File: src/rtl/fa_dir_pkg.sv
package fa_dir_pkg;
    typedef enum logic {
        POL_LRU = 1'b0,
        POL_MRU = 1'b1
    } policy_e;

    typedef enum logic {
        ST_IDLE   = 1'b0,
        ST_RESULT = 1'b1
    } fsm_e;

    typedef enum logic [1:0] {
        ACT_HIT   = 2'd0,
        ACT_FILL  = 2'd1,
        ACT_EVICT = 2'd2
    } act_e;
endpackage

File: src/rtl/fa_match.sv
module fa_match #(
    parameter int ENTRIES = 4,
    parameter int TAG_W   = 7,
    parameter int IDX_W   = 2
) (
    input  logic [ENTRIES*TAG_W-1:0] tags_flat,
    input  logic [ENTRIES-1:0]       valid,
    input  logic [TAG_W-1:0]         probe,
    output logic [ENTRIES-1:0]       hit_vec,
    output logic                     hit,
    output logic [IDX_W-1:0]         hit_idx,
    output logic                     free_any,
    output logic [IDX_W-1:0]         free_idx
);
    // one comparator per entry, all in parallel
    for (genvar g = 0; g < ENTRIES; g++) begin : g_cmp
        assign hit_vec[g] = valid[g] && (tags_flat[g*TAG_W +: TAG_W] == probe);
    end

    // descending scan so the lowest index wins
    always_comb begin
        hit_idx  = '0;
        free_idx = '0;
        for (int i = ENTRIES - 1; i >= 0; i--) begin
            if (hit_vec[i]) hit_idx = IDX_W'(i);
            if (!valid[i])  free_idx = IDX_W'(i);
        end
    end

    assign hit      = |hit_vec;
    assign free_any = ~&valid;
endmodule

File: src/rtl/fa_recency.sv
module fa_recency #(
    parameter int ENTRIES = 4,
    parameter int IDX_W   = 2
) (
    input  logic             clk,
    input  logic             rst,
    input  logic             touch,
    input  logic [IDX_W-1:0] touch_idx,
    output logic [IDX_W-1:0] lru_idx,
    output logic [IDX_W-1:0] mru_idx
);
    localparam logic [IDX_W-1:0] OLDEST = IDX_W'(ENTRIES - 1);

    logic [IDX_W-1:0] age_q [ENTRIES];
    logic [IDX_W-1:0] touched_age;
    logic [ENTRIES-1:0] seen;

    assign touched_age = age_q[touch_idx];

    // age 0 = most recent; younger-than-touched entries each grow one step older
    for (genvar g = 0; g < ENTRIES; g++) begin : g_age
        always_ff @(posedge clk) begin
            if (rst) begin
                age_q[g] <= IDX_W'(g);
            end else if (touch) begin
                if (touch_idx == IDX_W'(g)) begin
                    age_q[g] <= '0;
                end else if (age_q[g] < touched_age) begin
                    age_q[g] <= age_q[g] + 1'b1;
                end
            end
        end
    end

    always_comb begin
        lru_idx = '0;
        mru_idx = '0;
        seen    = '0;
        for (int i = 0; i < ENTRIES; i++) begin
            if (age_q[i] == OLDEST) lru_idx = IDX_W'(i);
            if (age_q[i] == '0)     mru_idx = IDX_W'(i);
            seen[age_q[i]] = 1'b1;
        end
    end

    // every age value occupied exactly once
    assert_age_permutation_R8: assert property (@(posedge clk) disable iff (rst)
        &seen);
endmodule

File: src/rtl/fa_sat_counter.sv
module fa_sat_counter #(
    parameter int W = 16
) (
    input  logic         clk,
    input  logic         rst,
    input  logic         clear,
    input  logic         inc,
    output logic [W-1:0] count
);
    localparam logic [W-1:0] TOP = '1;

    always_ff @(posedge clk) begin
        if (rst || clear) begin
            count <= '0;
        end else if (inc && count != TOP) begin
            count <= count + 1'b1;
        end
    end

    assert_counter_holds_top_R11: assert property (@(posedge clk) disable iff (rst)
        ($past(count) == TOP && !$past(clear) && !$past(rst)) |-> count == TOP);

    assert_clear_wins_R12: assert property (@(posedge clk) disable iff (rst)
        $past(clear) |-> count == '0);
endmodule

File: src/rtl/fa_tag_directory.sv
module fa_tag_directory
    import fa_dir_pkg::*;
#(
    parameter int ADDR_W      = 8,
    parameter int TOTAL_WORDS = 8,
    parameter int BLOCK_WORDS = 2,
    parameter int CNT_W       = 16,
    localparam int ENTRIES    = TOTAL_WORDS / BLOCK_WORDS,
    localparam int OFF_W      = (BLOCK_WORDS > 1) ? $clog2(BLOCK_WORDS) : 0,
    localparam int TAG_W      = ADDR_W - OFF_W,
    localparam int IDX_W      = $clog2(ENTRIES)
) (
    input  logic                     clk,
    input  logic                     rst,
    input  logic                     ref_valid,
    output logic                     ref_ready,
    input  logic [ADDR_W-1:0]        ref_addr,
    input  logic                     policy_mru,
    input  logic                     cnt_clear,
    output logic                     res_valid,
    output logic                     res_hit,
    output logic [IDX_W-1:0]         res_entry,
    output logic                     res_evict_valid,
    output logic [TAG_W-1:0]         res_evict_tag,
    output logic [CNT_W-1:0]         hit_count,
    output logic [CNT_W-1:0]         miss_count,
    output logic [ENTRIES-1:0]       dbg_valid,
    output logic [ENTRIES*TAG_W-1:0] dbg_tags
);
    fsm_e    st_q, st_d;
    policy_e pol;
    act_e    act;

    logic                     accept;
    logic [TAG_W-1:0]         probe_tag;
    logic [TAG_W-1:0]         tag_q [ENTRIES];
    logic [ENTRIES-1:0]       valid_q;
    logic [ENTRIES*TAG_W-1:0] tags_flat;
    logic [ENTRIES-1:0]       hit_vec;
    logic                     hit;
    logic [IDX_W-1:0]         hit_idx, free_idx, lru_idx, mru_idx, sel_idx;
    logic                     free_any;

    assign ref_ready = !rst;
    assign accept    = ref_valid && ref_ready;
    assign probe_tag = ref_addr[ADDR_W-1:OFF_W];
    assign pol       = policy_e'(policy_mru);

    for (genvar g = 0; g < ENTRIES; g++) begin : g_flat
        assign tags_flat[g*TAG_W +: TAG_W] = tag_q[g];
    end
    assign dbg_tags  = tags_flat;
    assign dbg_valid = valid_q;

    fa_match #(.ENTRIES(ENTRIES), .TAG_W(TAG_W), .IDX_W(IDX_W)) u_match (
        .tags_flat (tags_flat),
        .valid     (valid_q),
        .probe     (probe_tag),
        .hit_vec   (hit_vec),
        .hit       (hit),
        .hit_idx   (hit_idx),
        .free_any  (free_any),
        .free_idx  (free_idx)
    );

    fa_recency #(.ENTRIES(ENTRIES), .IDX_W(IDX_W)) u_recency (
        .clk       (clk),
        .rst       (rst),
        .touch     (accept),
        .touch_idx (sel_idx),
        .lru_idx   (lru_idx),
        .mru_idx   (mru_idx)
    );

    // allocation decision: hit, then empty slot, then policy victim
    always_comb begin
        if (hit) begin
            act     = ACT_HIT;
            sel_idx = hit_idx;
        end else if (free_any) begin
            act     = ACT_FILL;
            sel_idx = free_idx;
        end else begin
            act     = ACT_EVICT;
            sel_idx = (pol == POL_MRU) ? mru_idx : lru_idx;
        end
    end

    // state register
    always_comb begin
        unique case (st_q)
            ST_IDLE:   st_d = accept ? ST_RESULT : ST_IDLE;
            ST_RESULT: st_d = accept ? ST_RESULT : ST_IDLE;
            default:   st_d = ST_IDLE;
        endcase
    end

    always_ff @(posedge clk) begin
        if (rst) st_q <= ST_IDLE;
        else     st_q <= st_d;
    end

    // outputs
    always_comb begin
        res_valid = (st_q == ST_RESULT);
    end

    // directory contents and registered result
    always_ff @(posedge clk) begin
        if (rst) begin
            valid_q         <= '0;
            res_hit         <= 1'b0;
            res_entry       <= '0;
            res_evict_valid <= 1'b0;
            res_evict_tag   <= '0;
            for (int i = 0; i < ENTRIES; i++) tag_q[i] <= '0;
        end else if (accept) begin
            res_hit         <= (act == ACT_HIT);
            res_entry       <= sel_idx;
            res_evict_valid <= (act == ACT_EVICT);
            res_evict_tag   <= (act == ACT_EVICT) ? tag_q[sel_idx] : '0;
            if (act != ACT_HIT) begin
                tag_q[sel_idx]   <= probe_tag;
                valid_q[sel_idx] <= 1'b1;
            end
        end
    end

    fa_sat_counter #(.W(CNT_W)) u_hits (
        .clk   (clk),
        .rst   (rst),
        .clear (cnt_clear),
        .inc   (accept && hit),
        .count (hit_count)
    );

    fa_sat_counter #(.W(CNT_W)) u_misses (
        .clk   (clk),
        .rst   (rst),
        .clear (cnt_clear),
        .inc   (accept && !hit),
        .count (miss_count)
    );

    assert_single_match_R13: assert property (@(posedge clk) disable iff (rst)
        $onehot0(hit_vec));

    assert_result_timing_R4: assert property (@(posedge clk) disable iff (rst)
        res_valid == $past(ref_valid && ref_ready));

    assert_hit_no_evict_R3: assert property (@(posedge clk) disable iff (rst)
        (res_valid && res_hit) |-> !res_evict_valid);

    assert_hit_keeps_tags_R3: assert property (@(posedge clk) disable iff (rst)
        (res_valid && res_hit) |-> (dbg_tags == $past(dbg_tags) && dbg_valid == $past(dbg_valid)));

    assert_evict_only_when_full_R5: assert property (@(posedge clk) disable iff (rst)
        (res_valid && res_evict_valid) |-> &$past(dbg_valid));
endmodule

File: config.mk
export PLATFORM = sky130hd
export DESIGN_NAME = fa_tag_directory
export DESIGN_NICKNAME = d
export VERILOG_FILES = /design/src/rtl/fa_dir_pkg.sv /design/src/rtl/fa_match.sv /design/src/rtl/fa_recency.sv /design/src/rtl/fa_sat_counter.sv /design/src/rtl/fa_tag_directory.sv
export SDC_FILE = /design/constraint.sdc
export NUM_CORES = 1
export LEC_CHECK = 0
export ABC_AREA = 1
export BUFFER_PORTS_ARGS = -buffer_cell sky130_fd_sc_hd__buf_2
export CORE_ASPECT_RATIO = 0.9
export CORE_MARGIN = 4
export CORE_UTILIZATION = 35
export DETAILED_ROUTE_END_ITERATION = 10
export SLEW_MARGIN = 20
export SYNTH_ARGS = -nofsm -noshare
export SYNTH_HDL_FRONTEND = slang
export SYNTH_HIERARCHICAL = 1
export SYNTH_SLANG_ARGS = --single-unit
File: constraint.sdc
create_clock -name clk -period 11.7 [get_ports clk]
set_clock_uncertainty 0.2 [all_clocks]
set_input_delay 2.34 -clock clk [delete_from_list [all_inputs] [get_ports clk]]
set_output_delay 2.34 -clock clk [all_outputs]
set_load 0.1 [all_outputs]
== Word-level counts from Yosys, hierarchy flattened ==
Memories as Yosys holds them, arrays and structs flattened.
Cells that the tools add are included.

* Bits in registers: 48
* RAM bits: 36
* Output and inout port bits: 77
* Word-level logic and storage cells: 143
* Memories kept: 2

* Add/subtract/negate cells: 6
* Magnitude comparators: 6
* Eq/ne operators: 13
* Muxes and demuxes: 76
* Bitwise operators: 9
* Reductions and logical operators: 23

{| class="wikitable"
|+ Memory list
! memory !! words !! width !! read ports !! clocked after memory_dff !! wr ports !! line !! source
|-
| tag_q || 4 || 7 || 5 || 0 || 4 || fa_tag_directory.sv:36 || <nowiki>logic [TAG_W-1:0] tag_q [ENTRIES];</nowiki>
|-
| u_recency.age_q || 4 || 2 || 5 || 0 || 4 || fa_recency.sv:14 || <nowiki>logic [IDX_W-1:0] age_q [ENTRIES];</nowiki>
|}

{| class="wikitable"
|+ Operators with widths
! cell !! count
|-
| two-way mux 2 bit || 26
|-
| two-way mux 1 bit || 47
|-
| adder 16 x 1 -> 16 bit, second input constant || 2
|-
| inequality test 16 bit, second input constant || 2
|-
| equality test 7 bit || 4
|-
| two-way mux 7 bit || 2
|-
| equality test 2 bit, second input constant || 6
|-
| logical AND 1 bit || 10
|-
| zero test 2 bit || 5
|-
| adder 2 x 1 -> 2 bit, second input constant || 4
|-
| less-than comparator 2 bit || 4
|-
| OR 1 bit || 8
|-
| OR reduction 7 bit || 1
|-
| OR 4 bit || 1
|-
| AND reduction 4 bit || 1
|-
| OR reduction 4 bit || 1
|-
| less-than comparator 2 x 3 -> 1 bit, second input constant || 1
|-
| demux 1 bit (select 2 bit) || 1
|-
| equality test 2 x 1 -> 1 bit, second input constant || 1
|-
| greater-or-equal comparator 2 x 1 -> 1 bit, second input constant || 1
|-
| zero test 1 bit || 2
|-
| AND reduction 2 bit || 1
|-
| nonzero test 2 bit || 1
|-
| logical OR 1 bit || 1
|}

== Longest topological paths before layout ==
Gate-level depths: netlist (run 1).
An unclocked memory read counts as a cell.

* Word-level depth: 16
* Depth in mapped cells: 26
* Depth with buffers taken out: 25

== Hierarchy ==
Netlist (run 1), hierarchy kept.

{| class="wikitable"
|+ By module, submodules not included
! module !! instances !! cells each !! area each (um^2) !! seq. area each (um^2)
|-
| fa_tag_directory || 1 || 235 || 2095.8 || 1161.1
|-
| fa_sat_counter || 2 || 149 || 950.9 || 320.3
|-
| fa_recency || 1 || 100 || 752.0 || 240.2
|-
| fa_match || 1 || 133 || 570.5 || 0.0
|}

== Worst setup path before layout (run 1) ==
No wires, ideal clock.

* Kind: input -> output
* Start: input rst
* End: output ref_ready
* Arrival time: 3.016 ns
* Required time: 9.160 ns
* Path slack: 6.144 ns
* Stages on the path: 1
* Path buffers: 0
* Cells stage by stage: clkinv_1

* Word-level cells in the longest chain between the ends: 1

{| class="wikitable"
|+ RTL lines
! element !! line !! source
|-
| from (decl) || fa_tag_directory.sv:14 || <nowiki>input logic rst,</nowiki>
|-
| zero test 1 bit || fa_tag_directory.sv:44 || <nowiki>assign ref_ready = !rst;</nowiki>
|-
| to (decl) || fa_tag_directory.sv:16 || <nowiki>output logic ref_ready,</nowiki>
|}

Every way passes these cells.

== Worst setup path after layout (run 1) ==
Same ends and word-level chain as after synthesis.

==> key figures, run 1 <==
Power and ir drop
  – Peak VDD IR: a little under 0.07 mV
  – Lkg Pwr: 0.00284 uW
  – Pwr/cell area: 115 nW/um^2

Routing
  – Routed length per instance: between 10 and 15 um
  – Residual DRC: 0
  – Vias: between 4000 and 5000
  – Vias per cell: 4.70
  – Post-route antenna net violation count: 0
  – Post-Route WL: 14000 um
  – Starting DRT DRC Count: 343
  – Initial DRT Pass Iterations: 5

Synth
  – Synthesized net count: around 790
  – Cell count after synthesis: 766
  – Syn Area/Cell: 6.95 um^2
  – Yosys cell types: 37
  – #FFs+latches synth: 84
  – YS warnings: 6
  – Register area share after synthesis: about two fifths
  – Syn Std Cell Area: 5320 um^2

Worst setup path
  – Worst setup endpoint: ref_ready
  – Arrival time worst endpoint: 3.56 ns
  – Worst EP required: between 9 and 10 ns
  – Worst setup path start: rst
  – Reg-to-reg slack, setup: 7.57 ns
  – Crit Path Class: primary input to primary output
  – Reg2reg end: u_recency/age_q[3][0]
  – RR Startpoint: tag_q[1][1]
  – Worst-case reg-to-reg path depth: 18
  – Worst-path maximum fanout: 19
  – CP Launch Type: primary input
  – Setup crit end kind: primary output

STA
  – Worst-Margin Slew: 1.05 ns
  – Final worst path period need: 6.10 ns
  – Worst setup margin: 5.60 ns
  – Fin crit share: 52.2%
  – Final setup viols: 0
  – Setup Total Neg Slack: 0 ns
  – Rel. slew slack: about 30%
  – Fmax: 164 MHz
  – RSZ-0062 raised after global routing: false
  – Hold Violations, Final: 0
  – Max Transition Viols Final: 0

Floorplan
  – Core ar.: 14800 um^2
  – Ports: 90
  – Starting Density: 35.9%
  – # rows: 42
  – Die Y: roughly 120 um
  – Die Wd: between 100 and 150 um
  – Die ar.: 17200 um^2

Finish
  – Layout cells sized above 1: 21.1%
  – Fill cells: 1574
  – P&R area growth vs syn: 16.6%
  – Final #Nets: 881
  – # diodes: 0

Run
  – Max cap viols: 0

Place
  – Pre-CTS setup slack: 5.45 ns
  – # port buffers: 88
  – RD Place Congestion: 0.858
  – Detailed Place HPWL: 10500 um

Global route
  – Gr ovfl total: 0
  – Initial antenna violation count: 0
  – Vias in the first global route: between 4000 and 5000
  – Largest net degree at the start of global routing: 24
  – GRT Total Usage: 16.7%
  – First-pass GRT wire length: 23000 um

CTS
  – Reg clk slew, reported paths: 0.07 ns
  – H-tree depth: 3
  – Clk Latency, worst-skew pair: 0.35 ns
  – Clock Sinks: 84
  – Hold-fix buffers, CTS: 0
  – CTS root buf: clkbuf_16
  – Num CTS Buffers: 9
  – Post-CTS resize count: 0
  – CTS tree: yes
  – Setup bufs post-CTS: 0
  – CTS max path bufs: 2

Outcome
  – Status: complete, no violations

Hold path
  – Worst min-delay path category: register to register
[routing by layer]
metal  track usage [%]  up-vias  part of all wire, %
li1                  -     2594                    -
met1              23.9     2243                   49
met2              25.5      136                   43
met3              4.10        8                  6.5
met4              4.13        0                 0.92
met5                 0        -                    0
[logic make-up (layout without fill, tap and decap cells)]
| logic type | count (synthesis) | count (layout) | synth area share [%] |
|---|---|---|---|
| compound gates | 54 | 54 | 6.09 |
| xor+xnor | 7 | 7 | 1.15 |
| fa+ha+maj | 12 | 12 | 2.82 |
| buf+inv | 124 | 219 | 9.67 |
| flops | 84 | 84 | 38.4 |
| simple gates | 485 | 485 | 41.9 |
[worst min-delay path by stage]
stage / from / end / cells after the start
after floorplan: u_recency/age_q[2][0] / u_recency/age_q[2][0] / 1
after global placement: res_evict_tag[2] / res_evict_tag[2] / 2
after detailed placement: res_evict_tag[5] / res_evict_tag[5] / 2
after CTS: res_evict_tag[5] / res_evict_tag[5] / 2
after global routing: res_evict_tag[6] / res_evict_tag[6] / 2
final: res_evict_tag[3] / res_evict_tag[3] / 2
[flip-flops by register name (all words and copies together) (netlist names)]
signal and cells:
u_misses/count 16, u_recency/age_q 8, res_entry 2, res_evict_valid 1
tag_q 28, u_hits/count 16, dbg_valid 4, res_evict_tag 7
res_valid 1, res_hit 1
[cells in the mapped netlist, drive strengths merged]
cell type,count,area [um^2]
buf,8,72.6
clkbuf,1,3.75
nor2,141,677
a21oi,34,200
a21boi,2,15.0
edfxtp,36,1080
o211ai,3,22.5
xor2,3,26.3
nand2,252,1030
inv,111,422
dfxtp,48,961
nand3,67,345
xnor2,4,35.0
ha,12,150
o21ai,14,77.6
or2,2,12.5
nor3,14,91.3
a221oi,1,8.76
nand4,9,68.8
clkinv,4,16.3
[worst max-delay path, stage by stage]
cell and delay (ns):
buf_2 0.40, clkinv_1 0.40, buf_2 0.40
[power by group]
group          internal, uW  total (uW)  switching, uW
Sequential              315         323           8.94
Clock                   142         265            122
Combinational          25.8         127            101
Total                   483         715            232
[per-stage QoR]
step                      hold WS (ns)  cells  util [%]  power (uW)  cell area (um^2)
after floorplan                  0.379    766         -         430              5320
after global placement           0.263   1043      40.0         456              5930
after detailed placement         0.271   1043      40.0         457              5930
after CTS                        0.281   1059      41.8         723              6200
after global routing             0.291   1059      41.8         745              6200
final                            0.277   1059      41.8         715              6200
[cell usage in the layout, fill, tap and decap left out, drive strengths merged, types with 3 or more instances in the layout]
| cell | count |
|---|---|
| ha | 12 |
| o211ai | 3 |
| nand4 | 9 |
| xnor2 | 4 |
| inv | 111 |
| dfxtp | 48 |
| buf | 88 |
| edfxtp | 36 |
| xor2 | 3 |
| a21oi | 34 |
| nand3 | 67 |
| clkinv | 9 |
| o21ai | 14 |
| nand2 | 252 |
| clkbuf | 9 |
| nor3 | 14 |
| nor2 | 141 |
[final cells by class]
| type | instances | area [um^2] | area share, % |
|---|---|---|---|
| tap | 198 | 248 | 4.00 |
| inverter | 115 | 438 | 7.06 |
| clock buffer | 9 | 225 | 3.63 |
| sequential | 84 | 2040 | 32.9 |
| clock inverter | 7 | 43.8 | 0.706 |
| timing repair buffer | 88 | 440 | 7.10 |
| multi-input combinational | 558 | 2760 | 44.6 |
Power figures use the tool's default switching activity.
==> inputs of run 2 (changes only) <==
- clock period: 11.7 -> 5.5 ns (I/O delays scaled with it)
==> key figures, run 2 (synthesized netlist as in run 1, its figures left out) <==
Run
  – Max cap viols: 0 (unchanged)

Global route
  – Vias in the first global route: 4481 (-1.6%)
  – Largest net degree at the start of global routing: 21 (-13%)
  – Gr ovfl total: 0 (unchanged)
  – Initial antenna violation count: 0 (unchanged)
  – First-pass GRT wire length: 22500 um (-2.4%)
  – GRT Total Usage: 16.4% (-0.35 points)

Worst setup path
  – Worst-path maximum fanout: 15 (-4)
  – CP Launch Type: primary input
  – Crit Path Class: primary input to register
  – Setup crit end kind: register
  – Worst EP required: 5.35 ns (-3.81 ns)
  – Arrival time worst endpoint: 4.28 ns (+0.72 ns)

CTS
  – Num CTS Buffers: 9 (unchanged)
  – Hold-fix buffers, CTS: 0 (unchanged)
  – CTS root buf: clkbuf_16
  – Clk Latency, worst-skew pair: 0.34 ns (about the same)
  – Clock Sinks: 84 (unchanged)
  – CTS tree: yes
  – Setup bufs post-CTS: 0 (unchanged)
  – H-tree depth: 3 (unchanged)
  – Reg clk slew, reported paths: 0.06 ns (about the same)
  – CTS max path bufs: 2 (unchanged)
  – Post-CTS resize count: 0 (unchanged)

Floorplan
  – Die Y: 125 um (unchanged)
  – Core ar.: 14800 um^2 (unchanged)
  – Die ar.: 17200 um^2 (unchanged)
  – # rows: 42 (unchanged)
  – Ports: 90 (unchanged)
  – Starting Density: 35.9% (unchanged)
  – Die Wd: 138 um (unchanged)

Finish
  – P&R area growth vs syn: 17.1%
  – Layout cells sized above 1: 21.5% (+0.32 points)
  – Most common cell after layout, fill and taps aside: nand2_1
  – Final Core Density: 42.1% (+0.21 points)
  – Biggest regs: tag_q (28), u_hits/count (16), u_misses/count (16)
  – Fill cells: 1575 (+0.064%)
  – Max reg flops: 28 (unchanged)
  – # diodes: 0 (unchanged)
  – Final #Nets: 882 (+0.11%)
  – Register area: 2040 um^2 (unchanged)
  – Post-route cell area: 6230 um^2 (+0.50%)
  – Most frequent cells in the layout: nand2_1 (227), nor2_1 (117), inv_1 (97)
  – Final cell count without fillers: 1060 (+0.094%)
  – Reg with most FFs: tag_q
  – Multi-input logic area: 2760 um^2 (unchanged)

STA
  – Hold Violations, Final: 0 (unchanged)
  – Setup Total Neg Slack: 0 ns (unchanged)
  – Fin crit share: 80.6%
  – RSZ-0062 raised after global routing: false
  – Fmax: 226 MHz
  – Rel. slew slack: 29.4% (-0.52 points)
  – Final setup viols: 0 (unchanged)
  – Final worst path period need: about 4.4 ns
  – Worst setup margin: 1.07 ns (-4.53 ns)
  – Worst-Margin Slew: 1.05 ns (+0.00778 ns)
  – Max Transition Viols Final: 0 (unchanged)

Power and ir drop
  – Pwr/cell area: 251 nW/um^2 (+120%)
  – Peak VDD IR: 0.155 mV (+130%)
  – Lkg Pwr: 0.00285 uW (+0.57%)

Hold path
  – Worst min-delay path category: register to register

Routing
  – Post-route antenna net violation count: 0 (unchanged)
  – Post-Route WL: 13900 um (-0.42%)
  – Vias per cell: 4.72 (+0.31%)
  – Routed length per instance: 13.1 um (-0.52%)
  – Starting DRT DRC Count: 268 (-22%)
  – Initial DRT Pass Iterations: 5 (unchanged)
  – Residual DRC: 0 (unchanged)
  – Vias: 5001 (+0.40%)

Place
  – RD Place Congestion: 0.864 (+0.70%)
  – Post-DP Area: 5940 um^2 (+0.13%)
  – Detailed Place HPWL: 10500 um (-0.26%)
  – Pre-CTS setup slack: 0.753 ns (-4.70 ns)
  – Placed instance count: 1044 (+0.096%)
  – # port buffers: 88 (unchanged)

Outcome
  – Status: complete, no violations
[run 2: area by class of cell]
cell class	instances	share of cell area, %
Multi-Input combinational cell	558	44.3
Clock buffer	9	3.61
Clock inverter	7	1.08
Inverter	115	7.03
Tap cell	198	3.98
Sequential cell	84	32.8
Timing Repair Buffer	89	7.19
[run 2: stage by stage]
stage	total power, uW	hold slack, ns
final	1560	0.275
after floorplan	915	0.379
after CTS	1580	0.279
after detailed placement	973	0.268
after global placement	971	0.262
after global routing	1630	0.304
[run 2: worst paths after layout]
path	to	depth (start not counted)	slack, ns	startpoint
max	u_recency/age_q[3][0]	24	1.07	ref_addr[6]
min reg2reg	res_evict_tag[5]	2	0.28	res_evict_tag[5]
max reg2reg	u_recency/age_q[3][0]	20	1.58	tag_q[1][3]
min	res_evict_tag[5]	2	0.28	res_evict_tag[5]
[run 2: layer usage]
| layer | up-vias | share of wire [%] | track usage (%) | wire length [um] |
|---|---|---|---|---|
| met4 | 0 | 1.3 | 3.66 | 174 |
| met5 | - | 0 | 0 | 0 |
| met2 | 147 | 43 | 25.4 | 6010 |
| met1 | 2259 | 48 | 23.4 | 6740 |
| met3 | 14 | 7.0 | 3.61 | 970 |
| li1 | 2581 | - | - | - |
[run 2: power by group]
| group | switching, uW | internal, uW | total [uW] | leakage (uW) |
|---|---|---|---|---|
| Sequential | 19.3 | 669 | 688 | 0.000750 |
| Combinational | 215 | 55.5 | 271 | 0.00197 |
| Clock | 256 | 349 | 605 | 0.000135 |
| Total | 490 | 1070 | 1560 | 0.00285 |
[run 2: critical path, cell delays in order]
cell	delay [ns]
buf_2	0.12
inv_1	0.18
nand2_1	0.08
nand2_1	0.08
inv_1	0.04
nand2_1	0.04
nor2_1	0.04
nand2_1	0.07
inv_1	0.04
nor2_1	0.12
nand2_1	0.21
nor2_2	0.20
o21ai_1	0.10
nor2_2	0.19
nor2_8	0.10
inv_4	0.20
nor2_1	0.11
nand2_1	0.07
o21ai_0	0.07
a221oi_1	0.50
ha_1	0.35
nand2_2	0.09
nand2_2	0.06
nand3_1	0.11
